===== config.mk =====
export PLATFORM = sky130hd
export DESIGN_NAME = spwm_gen
export DESIGN_NICKNAME = d
export VERILOG_FILES = /design/src/rtl/spwm_pkg.sv /design/src/rtl/spwm_carrier.sv /design/src/rtl/spwm_phase_acc.sv /design/src/rtl/spwm_sine_rom.sv /design/src/rtl/spwm_duty.sv /design/src/rtl/spwm_deadband.sv /design/src/rtl/spwm_gen.sv
export SDC_FILE = /design/constraint.sdc
export NUM_CORES = 1
export LEC_CHECK = 0
export BUFFER_PORTS_ARGS = -buffer_cell sky130_fd_sc_hd__clkbuf_2
export CORE_MARGIN = 2
export CORE_UTILIZATION = 49
export DETAILED_ROUTE_END_ITERATION = 10
export PLACE_DENSITY = 0.65
export SLEW_MARGIN = 25
export SYNTH_ARGS = -nofsm -noshare
export SYNTH_HDL_FRONTEND = slang
export SYNTH_SLANG_ARGS = --single-unit

===== constraint.sdc =====
create_clock -name clk -period 7.3 [get_ports clk]
set_input_delay 0.73 -clock clk [delete_from_list [all_inputs] [get_ports clk]]
set_output_delay 0.73 -clock clk [all_outputs]
set_load 0.01 [all_outputs]

===== src/rtl/spwm_pkg.sv =====
package spwm_pkg;

  localparam int NPH = 3;

  // Sine code for entry i of a 2**w table, amplitude 2**(w-1) around mid-scale.
  // Half-wave rational approximation, rounded, clamped to the code range.
  function automatic int sine_code(input int i, input int w);
    longint ii;
    longint half;
    longint t;
    longint q;
    longint num;
    longint den;
    longint mag;
    longint val;
    ii   = longint'(i);
    half = longint'(1) << (w - 1);
    t    = (ii >= half) ? (ii - half) : ii;
    q    = t * (half - t);
    num  = longint'(16) * q * half;
    den  = longint'(5) * half * half - longint'(4) * q;
    mag  = (num + den / longint'(2)) / den;
    val  = (ii >= half) ? (half - mag) : (half + mag);
    if (val > longint'(2) * half - longint'(1)) val = longint'(2) * half - longint'(1);
    if (val < longint'(0)) val = longint'(0);
    return int'(val);
  endfunction

endpackage


===== src/rtl/spwm_carrier.sv =====
module spwm_carrier #(
  parameter int PRESC_W = 8,
  parameter int CNT_W   = 8
) (
  input  logic               clk,
  input  logic               rst_n,
  input  logic               run,
  input  logic [PRESC_W-1:0] presc,
  output logic               tick,
  output logic [CNT_W-1:0]   cnt,
  output logic               ovf
);
  localparam logic [CNT_W-1:0] CNT_MAX = '1;

  logic [PRESC_W-1:0] pcnt_q, pcnt_d;
  logic [CNT_W-1:0]   cnt_q, cnt_d;

  always_comb begin
    tick   = run && (pcnt_q >= presc);
    pcnt_d = pcnt_q;
    cnt_d  = cnt_q;
    if (!run) begin
      pcnt_d = '0;
      cnt_d  = '0;
    end else if (tick) begin
      pcnt_d = '0;
      cnt_d  = cnt_q + 1'b1;
    end else begin
      pcnt_d = pcnt_q + 1'b1;
    end
  end

  always_ff @(posedge clk or negedge rst_n) begin
    if (!rst_n) begin
      pcnt_q <= '0;
      cnt_q  <= '0;
    end else begin
      pcnt_q <= pcnt_d;
      cnt_q  <= cnt_d;
    end
  end

  assign cnt = cnt_q;
  assign ovf = tick && (cnt_q == CNT_MAX);


  carrier_wrap_chk: assert property (@(posedge clk) disable iff (!rst_n)
    (run && ovf) |=> (cnt_q == '0));

  carrier_hold_chk: assert property (@(posedge clk) disable iff (!rst_n)
    (run && !tick && $past(run)) |=> $stable(cnt_q));

endmodule


===== src/rtl/spwm_phase_acc.sv =====
module spwm_phase_acc #(
  parameter int ACC_W = 32,
  parameter int IDX_W = 8
) (
  input  logic             clk,
  input  logic             rst_n,
  input  logic             run,
  input  logic             ovf,
  input  logic [ACC_W-1:0] step_inc,
  output logic [IDX_W-1:0] idx_nxt
);
  logic [ACC_W-1:0] acc_q, acc_d;
  logic [ACC_W-1:0] inc_q, inc_d;

  always_comb begin
    acc_d = acc_q;
    inc_d = inc_q;
    if (!run) begin
      acc_d = '0;
      inc_d = step_inc;
    end else if (ovf) begin
      acc_d = acc_q + inc_q;
      inc_d = step_inc;
    end
  end

  always_ff @(posedge clk or negedge rst_n) begin
    if (!rst_n) begin
      acc_q <= '0;
      inc_q <= '0;
    end else begin
      acc_q <= acc_d;
      inc_q <= inc_d;
    end
  end

  assign idx_nxt = acc_d[ACC_W-1 -: IDX_W];


  acc_once_chk: assert property (@(posedge clk) disable iff (!rst_n)
    (run && !ovf) |=> $stable(acc_q));

  inc_hold_chk: assert property (@(posedge clk) disable iff (!rst_n)
    (run && !ovf) |=> $stable(inc_q));

  inc_load_chk: assert property (@(posedge clk) disable iff (!rst_n)
    (run && ovf) |=> (inc_q == $past(step_inc)));

endmodule


===== src/rtl/spwm_sine_rom.sv =====
module spwm_sine_rom #(
  parameter int IDX_W = 8
) (
  input  logic [IDX_W-1:0] idx,
  output logic [IDX_W-1:0] code
);
  localparam int DEPTH = 1 << IDX_W;

  logic [IDX_W-1:0] rom [DEPTH];

  for (genvar g = 0; g < DEPTH; g++) begin : g_rom
    assign rom[g] = IDX_W'(spwm_pkg::sine_code(g, IDX_W));
  end

  assign code = rom[idx];

endmodule


===== src/rtl/spwm_duty.sv =====
module spwm_duty #(
  parameter int NPH   = 3,
  parameter int IDX_W = 8
) (
  input  logic                      clk,
  input  logic                      rst_n,
  input  logic                      run,
  input  logic                      ovf,
  input  logic [IDX_W-1:0]          idx_nxt,
  output logic [NPH-1:0][IDX_W-1:0] cmp
);
  localparam int DEPTH = 1 << IDX_W;

  logic [NPH-1:0][IDX_W-1:0] code;
  logic [NPH-1:0][IDX_W-1:0] cmp_q, cmp_d;

  for (genvar p = 0; p < NPH; p++) begin : g_ph
    localparam int               OFF   = (p * DEPTH + NPH / 2) / NPH;
    localparam logic [IDX_W-1:0] OFF_V = IDX_W'(OFF);
    logic [IDX_W-1:0] ridx;
    assign ridx = idx_nxt + OFF_V;
    spwm_sine_rom #(.IDX_W(IDX_W)) u_rom (
      .idx  (ridx),
      .code (code[p])
    );
  end

  always_comb begin
    cmp_d = cmp_q;
    if (!run || ovf) cmp_d = code;
  end

  always_ff @(posedge clk or negedge rst_n) begin
    if (!rst_n) cmp_q <= '0;
    else        cmp_q <= cmp_d;
  end

  assign cmp = cmp_q;


  duty_shadow_chk: assert property (@(posedge clk) disable iff (!rst_n)
    (run && !ovf) |=> $stable(cmp_q));

endmodule


===== src/rtl/spwm_deadband.sv =====
module spwm_deadband #(
  parameter int DT_W = 8
) (
  input  logic            clk,
  input  logic            rst_n,
  input  logic            run,
  input  logic            tick,
  input  logic            raw,
  input  logic [DT_W-1:0] dead,
  output logic            hi,
  output logic            lo
);
  logic            raw_q, raw_d;
  logic [DT_W-1:0] dcnt_q, dcnt_d;
  logic            settled;

  always_comb begin
    raw_d  = raw_q;
    dcnt_d = dcnt_q;
    if (!run) begin
      raw_d  = 1'b0;
      dcnt_d = dead;
    end else if (raw != raw_q) begin
      raw_d  = raw;
      dcnt_d = dead;
    end else if (tick && (dcnt_q != '0)) begin
      dcnt_d = dcnt_q - 1'b1;
    end
  end

  always_ff @(posedge clk or negedge rst_n) begin
    if (!rst_n) begin
      raw_q  <= 1'b0;
      dcnt_q <= '0;
    end else begin
      raw_q  <= raw_d;
      dcnt_q <= dcnt_d;
    end
  end

  assign settled = (dcnt_q == '0);
  assign hi      = !run || (raw_q && settled);
  assign lo      = !run || (!raw_q && settled);


  dead_gap_chk: assert property (@(posedge clk) disable iff (!rst_n)
    (run && (raw_q != $past(raw_q)) && (dead != '0)) |-> (!hi && !lo));

  no_overlap_chk: assert property (@(posedge clk) disable iff (!rst_n)
    run |-> !(hi && lo));

endmodule


===== src/rtl/spwm_gen.sv =====
module spwm_gen #(
  parameter int PRESC_W = 8,
  parameter int CNT_W   = 8,
  parameter int ACC_W   = 32,
  parameter int DT_W    = 8
) (
  input  logic                     clk,
  input  logic                     rst_n,
  input  logic                     en,
  input  logic [PRESC_W-1:0]       presc_div,
  input  logic [ACC_W-1:0]         step_inc,
  input  logic [DT_W-1:0]          dead_cnt,
  output logic [spwm_pkg::NPH-1:0] gate_hi,
  output logic [spwm_pkg::NPH-1:0] gate_lo
);
  localparam int NPH   = spwm_pkg::NPH;
  localparam int IDX_W = CNT_W;

  logic [1:0]                rst_sync_q;
  logic                      srst_n;
  logic                      run;
  logic                      tick;
  logic                      ovf;
  logic [CNT_W-1:0]          cnt;
  logic [IDX_W-1:0]          idx_nxt;
  logic [NPH-1:0][IDX_W-1:0] cmp;
  logic [NPH-1:0]            raw;

  always_ff @(posedge clk or negedge rst_n) begin
    if (!rst_n) rst_sync_q <= '0;
    else        rst_sync_q <= {rst_sync_q[0], 1'b1};
  end

  assign srst_n = rst_sync_q[1];
  assign run    = en && srst_n;

  spwm_carrier #(.PRESC_W(PRESC_W), .CNT_W(CNT_W)) u_carrier (
    .clk   (clk),
    .rst_n (srst_n),
    .run   (run),
    .presc (presc_div),
    .tick  (tick),
    .cnt   (cnt),
    .ovf   (ovf)
  );

  spwm_phase_acc #(.ACC_W(ACC_W), .IDX_W(IDX_W)) u_acc (
    .clk      (clk),
    .rst_n    (srst_n),
    .run      (run),
    .ovf      (ovf),
    .step_inc (step_inc),
    .idx_nxt  (idx_nxt)
  );

  spwm_duty #(.NPH(NPH), .IDX_W(IDX_W)) u_duty (
    .clk     (clk),
    .rst_n   (srst_n),
    .run     (run),
    .ovf     (ovf),
    .idx_nxt (idx_nxt),
    .cmp     (cmp)
  );

  for (genvar p = 0; p < NPH; p++) begin : g_out
    assign raw[p] = (cnt < cmp[p]);
    spwm_deadband #(.DT_W(DT_W)) u_db (
      .clk   (clk),
      .rst_n (srst_n),
      .run   (run),
      .tick  (tick),
      .raw   (raw[p]),
      .dead  (dead_cnt),
      .hi    (gate_hi[p]),
      .lo    (gate_lo[p])
    );
  end

endmodule


## After elaboration in Yosys (flattened, before gate mapping)

Memory sizes are Yosys's and may differ from the RTL's. A register that Yosys moved wholly into a read port is not among the register bits.
Index checks and enable logic that the tools add are counted.
W data, S select, Z words.

| word-level totals | value |
|---|---|
| register bits after elaboration | 109 |
| ROM bits | 6144 |
| input port bits | 51 |
| output and inout port bits | 6 |
| memories | 3 |

| operators by class | value |
|---|---|
| $add $sub $neg | 8 |
| $lt $le $gt $ge | 4 |
| equality and inequality tests | 12 |
| mux-type cells | 23 |
| bitwise gates (word level) | 3 |
| reductions and logical operators | 32 |

Memory list:

| name | words | bits a word | read ports | clocked after memory_dff | write ports | RTL line | RTL |
|---|---|---|---|---|---|---|---|
| (no name shown) | 256 | 8 | 1 | 1 | 0 | spwm_sine_rom.sv:15 | `assign code = rom[idx];` |
| (no name shown) | 256 | 8 | 1 | 1 | 0 | spwm_sine_rom.sv:15 |  |
| (no name shown) | 256 | 8 | 1 | 1 | 0 | spwm_sine_rom.sv:15 |  |

Operator list:

| cell | number |
|---|---|
| $mux W32 | 4 |
| $mux W8 | 13 |
| $add A32 B32 Y32 | 1 |
| $not A8 Y9 | 3 |
| $logic_not A8 Y1 | 3 |
| $lt A8 B8 Y1 | 3 |
| $reduce_bool A8 Y1 | 3 |
| $sub A8 B1 Y8 const B | 3 |
| $add A8 B1 Y8 const B | 2 |
| $logic_and A1 B1 Y1 | 12 |
| $add A8 B7 Y8 const B | 1 |
| $add A8 B8 Y8 const B | 1 |
| $eq A8 B8 Y1 const B | 1 |
| $ge A8 B8 Y1 | 1 |
| $ne A2 B2 Y1 const B | 4 |
| $logic_not A1 Y1 | 7 |
| $logic_or A1 B1 Y1 | 7 |
| $mux W1 | 6 |
| $ne A3 B3 Y1 const B | 2 |
| $ne A1 B1 Y1 | 3 |
| $ne A3 B1 Y1 const B | 1 |
| $ne A2 B1 Y1 const B | 1 |

## Depth between registers and ports, before layout

| logic depth | value |
|---|---|
| depth after elaboration | 7 |
| mapped depth | 27 |
| gate-level depth less buffers | 21 |

## Modules after synthesis

From an unflattened synthesis, not the netlist that was laid out.

| unflattened totals | value |
|---|---|
| cell total of the unflattened synthesis | 1915 |
| area, all modules | 14988.1 um2 |

Modules (own cells, without submodules):

| module | instances | cells each | area each (um2) | seq. area each (um2) |
|---|---|---|---|---|
| spwm_sine_rom (u_duty.g_ph[1].u_rom ...) | 2 | 321 | 2103.3 | 0.0 |
| spwm_phase_acc | 1 | 481 | 4140.2 | 1601.5 |
| spwm_sine_rom (u_duty.g_ph[0].u_rom) | 1 | 325 | 2019.4 | 0.0 |
| spwm_deadband | 3 | 62 | 584.3 | 225.2 |
| spwm_duty | 1 | 97 | 1303.8 | 600.6 |
| spwm_carrier | 1 | 101 | 975.9 | 400.4 |
| spwm_gen | 1 | 83 | 589.3 | 50.0 |

## Worst setup path after synthesis

No wires, ideal clock.

| timing path | value |
|---|---|
| path kind | reg-to-reg |
| start point | reg rst_sync_q[1] |
| end point | reg u_duty.cmp_q, in the netlist u_duty.cmp[13] |
| setup time | 0.104 ns |
| arrival | 7.918 ns |
| required time | 7.196 ns |
| setup slack | -0.721 ns |
| cell stages (with the launch flop) | 24 |
| path buffers | 5 |
| period minus slack after synthesis | 8.021 ns |
| cell sequence | dfrtp_1 > and2_1 > and3_1 > and3_1 > nand2_1 > nand2b_1 > o31a_1 > buf_6 > nand2_1 > inv_2 > clkbuf_1 > clkbuf_1 > ha_1 > inv_1 > ha_1 > clkbuf_1 > clkinv_1 > clkbuf_1 > ha_1 > nand2_1 > nor3_1 > a311o_1 > o21a_1 > a221oi_1 |

| between the ends | value |
|---|---|
| word-level cells in the longest chain between the ends | 7 |

RTL lines:

| element | RTL line | RTL |
|---|---|---|
| start, declared | spwm_gen.sv:19 | `logic [1:0] rst_sync_q;` |
| start signal, assigned | spwm_gen.sv:31 | `else rst_sync_q <= {rst_sync_q[0], 1'b1};` |
| $logic_and A1 B1 Y1 * | spwm_gen.sv:35 | `assign run = en && srst_n;` |
| $logic_and A1 B1 Y1 | spwm_carrier.sv:19 | `tick = run && (pcnt_q >= presc);` |
| $logic_and A1 B1 Y1 | spwm_carrier.sv:44 | `assign ovf = tick && (cnt_q == CNT_MAX);` |
| $mux W32 | spwm_phase_acc.sv:21 | `end else if (ovf) begin` |
| $mux W32 * | spwm_phase_acc.sv:18 | `if (!run) begin` |
| named net idx_nxt[0] | spwm_gen.sv:25 | `logic [IDX_W-1:0] idx_nxt;` |
| $add A8 B7 Y8 * | spwm_duty.sv:21 | `assign ridx = idx_nxt + OFF_V;` |
| $not A8 Y9 (implied by the code) * | spwm_sine_rom.sv:15 |  |
| end, declared | spwm_duty.sv:15 | `logic [NPH-1:0][IDX_W-1:0] cmp_q, cmp_d;` |

The timed path passes the listed nets; every way through them passes the cells marked *. The select of a mux whose other input is x is not followed.
A chain may end at the register's enable or synchronous reset.

## Final worst setup path

| timing path | value |
|---|---|
| start point | reg u_acc.acc_q[0] |
| end point | reg u_duty.cmp_q, in the netlist u_duty.cmp[21] |

| between the ends | value |
|---|---|
| word-level cells in the longest chain between the ends | 5 |

RTL lines:

| element | RTL line | RTL |
|---|---|---|
| start, declared | spwm_phase_acc.sv:12 | `logic [ACC_W-1:0] acc_q, acc_d;` |
| start signal, assigned | spwm_phase_acc.sv:29 | `acc_q <= '0;` |
| start signal, assigned | spwm_phase_acc.sv:32 | `acc_q <= acc_d;` |
| $add A32 B32 Y32 | spwm_phase_acc.sv:22 | `acc_d = acc_q + inc_q;` |
| $mux W32 | spwm_phase_acc.sv:21 |  |
| $mux W32 | spwm_phase_acc.sv:18 |  |
| $add A8 B8 Y8 | spwm_duty.sv:21 |  |
| $not A8 Y9 (implied by the code) | spwm_sine_rom.sv:15 |  |

No other way between the ends. The select of a mux whose other input is x is not followed.

==> out/results.txt <==
Fin Clk Skew: 15.0 ps
Final setup TNS: 0 ps
DR iter-0 viols: 2231
Worst r2r src: u_acc.acc_q[0]
Hold Crit Class: primary input to asynchronous set/reset pin
First-pass GRT wire length: 81.2 mm
RSZ-0062 raised after global routing: no
Share of layout cells above drive strength 1: 11.9%
Core footprint: 29400 sq um
# DRC: 0
Kind of start point of the critical path: register
Critical Path Most Common Cell: buf_4
Slew HR: 21.5%
Synth Flop Type: dfrtp_1
Cell Pwr Density: 120 nW/um^2
Pin count of the biggest net entering global routing: 63
Critical Path AT: 6640 ps
Initial antenna violation count: 0
CTS Hold Bufs: 0
Fin crit share: 87.2%
DRT antenna net count: 0
Highest clock rate: 157 MHz
Crit-path slowest cell: a2111oi_0
P_leak: 6.50 nW
Synth Register Bits: 133
Count of different cell masters after synthesis: 105
FP Rows: 63
Per-cell routed wire length: 22.2 um
Die area: 31000 sq um
Post-route minimum period: 6360 ps
CTS tree: built
Crit path launch: u_acc.acc_q[0]
WL final: 50.7 mm
Detailed-route via count: 15.3k
Final core utilization: 53.0%
Slew @ Worst Pin: 1170 ps
PortBufs: 56
CTS resizes: 0
Level count of the clock H-tree: 4
Area growth syn-to-layout: 7.26%
Most common cell after layout, fill and taps aside: nand2_1
Die Y: 176 um
Clock sink count: 133
EDFF count, synth: 0
Final setup vio count: 0
Multi-input gate area: 10300 sq um
GRT Util Overall: 32.7%
Cell accounting for the most synthesized area: dfrtp_1
Area contributors post-synth: dfrtp_1 23%, ha_1 7.9%, nand2_1 7.3%
Reg clk slew, reported paths: 70 ps
Synth async-reset ratio: 100%
Storage element area: 3330 sq um
Fillers: 2796
Syn avg cell area: 7.56 sq um
Slew Viols, Final: 0
Worst Setup Path Type: register to register
Critical-path cell list: ha_1, inv_1, fa_1, nand2b_1, a21o_1, a311o_1, and3_1, o211a_1, o31a_1, buf_4, nand2_1, buf_4, ha_1, buf_4, ha_2, buf_4, nor2_1, nand2_1, nand3_1, o211ai_1, a2111oi_0, a221oi_1
Setup Buffers After CTS: 0
Clk buf depth: 2
Hold Vio Cnt, Final: 0
Post-Syn Area: 14500 sq um
Crit. End Element: register
Synth top area share: 22.9%
MaxCap Viol Count: 0
Worst Path Buf+Inv: 5
Nets: 2018
Status: finished, final reports clean
Highest-count cells in the layout ignoring fill and taps: 281 x nand2_1, 150 x a21oi_1, 140 x nor2_1, 140 x o21ai_0, 132 x dfrtp_1
Num CTS Buffers: 17
Crit path largest cell delay: 660 ps
# IOs: 57
# diodes: 0
Hpwl dp: 34.5 mm
Initial Utilization: 49.4%
Later-pin clock latency in the skew report: 440 ps
Via-to-Cell Ratio: 6.72
Warning count from the yosys run: 0
Synthesized instance count: 1921
Aggregate global routing overflow: 0
Delay-heaviest family, CP: compound AO/OA/AOI/OAI gates
Worst vdd ir: 0.127 mV
Post-synth net total: 2065
Vias in the first global route: 14.5k
Worst-path maximum fanout: 62
Final Power: 0.00187 W
Share of the yosys chip area belonging to registers: 22.9%
Required @ worst endpoint: 7580 ps
RD Place Congestion: 0.964
Die Width: 176 um
TritonRoute pass-1 iters: 6
Clock root cell: clkbuf_16
-- metal layers --
metal	share of wire, %	vias to the layer above	GRT usage, %
li1	-	7017	-
met1	43	7213	45.1
met2	44	881	50.8
met3	9.0	195	4.80
met4	4.4	0	14.8
met5	0	-	0
-- power breakdown --
part / internal [W] / switching (W)
clock: 0.000522 / 0.000387
combinational: 0.0000660 / 0.000104
sequential: 0.000765 / 0.0000251
total: 0.00135 / 0.000517
-- registers in the layout, indices dropped and copies added (netlist names) --
register	count
g_out.u_db.dcnt_q	24
u_carrier.cnt	8
u_acc.acc_q	32
rst_sync_q	2
u_duty.cmp	24
u_acc.inc_q	32
g_out.u_db.raw_q	3
u_carrier.pcnt_q	8
-- metrics by stage --
step	area, sq um	hold slack (ps)	std cells	setup slack, ps
floorplan	14500	331	1921	667
global placement	15000	325	2245	1040
detailed placement	15000	322	2245	958
CTS	15600	55.1	2277	981
global route	15600	52.8	2277	662
finish	15600	64.5	2277	936
-- cell usage after synthesis (all sizes together), types with 22 or more instances --
cell type    n
a211oi      30
a21oi      154
a31oi       39
buf         78
clkbuf      88
dfrtp      133
ha          92
inv         61
mux2        28
nand2      282
nand3       61
nand4       22
nor2       146
nor3        32
o211ai      35
o21ai      157
or3         22
xnor2       50
xor2        28
-- logic make-up (layout without fill, tap and decap cells) --
kind of cell | Yosys count | after routing | synth area share, %
compound gates | 676 | 676 | 32.2
flops | 133 | 133 | 22.9
mux | 50 | 50 | 3.89
other cells | 1 | 1 | 0.0258
simple gates | 657 | 657 | 20.8
xor+xnor | 79 | 79 | 5.12
buf+inv | 230 | 196 | 6.82
fa+ha+maj | 95 | 95 | 8.21
-- final timing paths --
path	slack, ps	cells past startpoint	endpoint
max in group asynchronous	5250	2	u_duty.cmp[0]
max reg2reg	940	22	u_duty.cmp[21]
min	60	1	rst_sync_q[1]
min in group clk	360	0	rst_sync_q[1]
min reg2reg	310	0	u_acc.inc_q[22]
max	940	22	u_duty.cmp[21]
-- worst reg2reg max path: stages (launching register included) --
cell and delay, ps:
dfrtp_1 370, ha_1 170, inv_1 50, fa_1 390, nand2b_1 210, a21o_1 250, a311o_1 370, and3_1 220
o211a_1 250, o31a_1 280, buf_4 190, nand2_1 110, buf_4 490, ha_1 250, buf_4 280, ha_2 350
buf_4 320, nor2_1 560, nand2_1 110, nand3_1 110, o211ai_1 90, a2111oi_0 660, a221oi_1 110
-- layout make-up --
class                   instances  area share, %
multi-input cells            1558           66.0
clock buffers                  18           2.82
well taps                     390           3.13
inverters                      64           1.59
clock inverters                14           1.06
flip-flops and latches        133           21.4
repair buffers                100           4.00
Power figures use the tool's default switching activity.
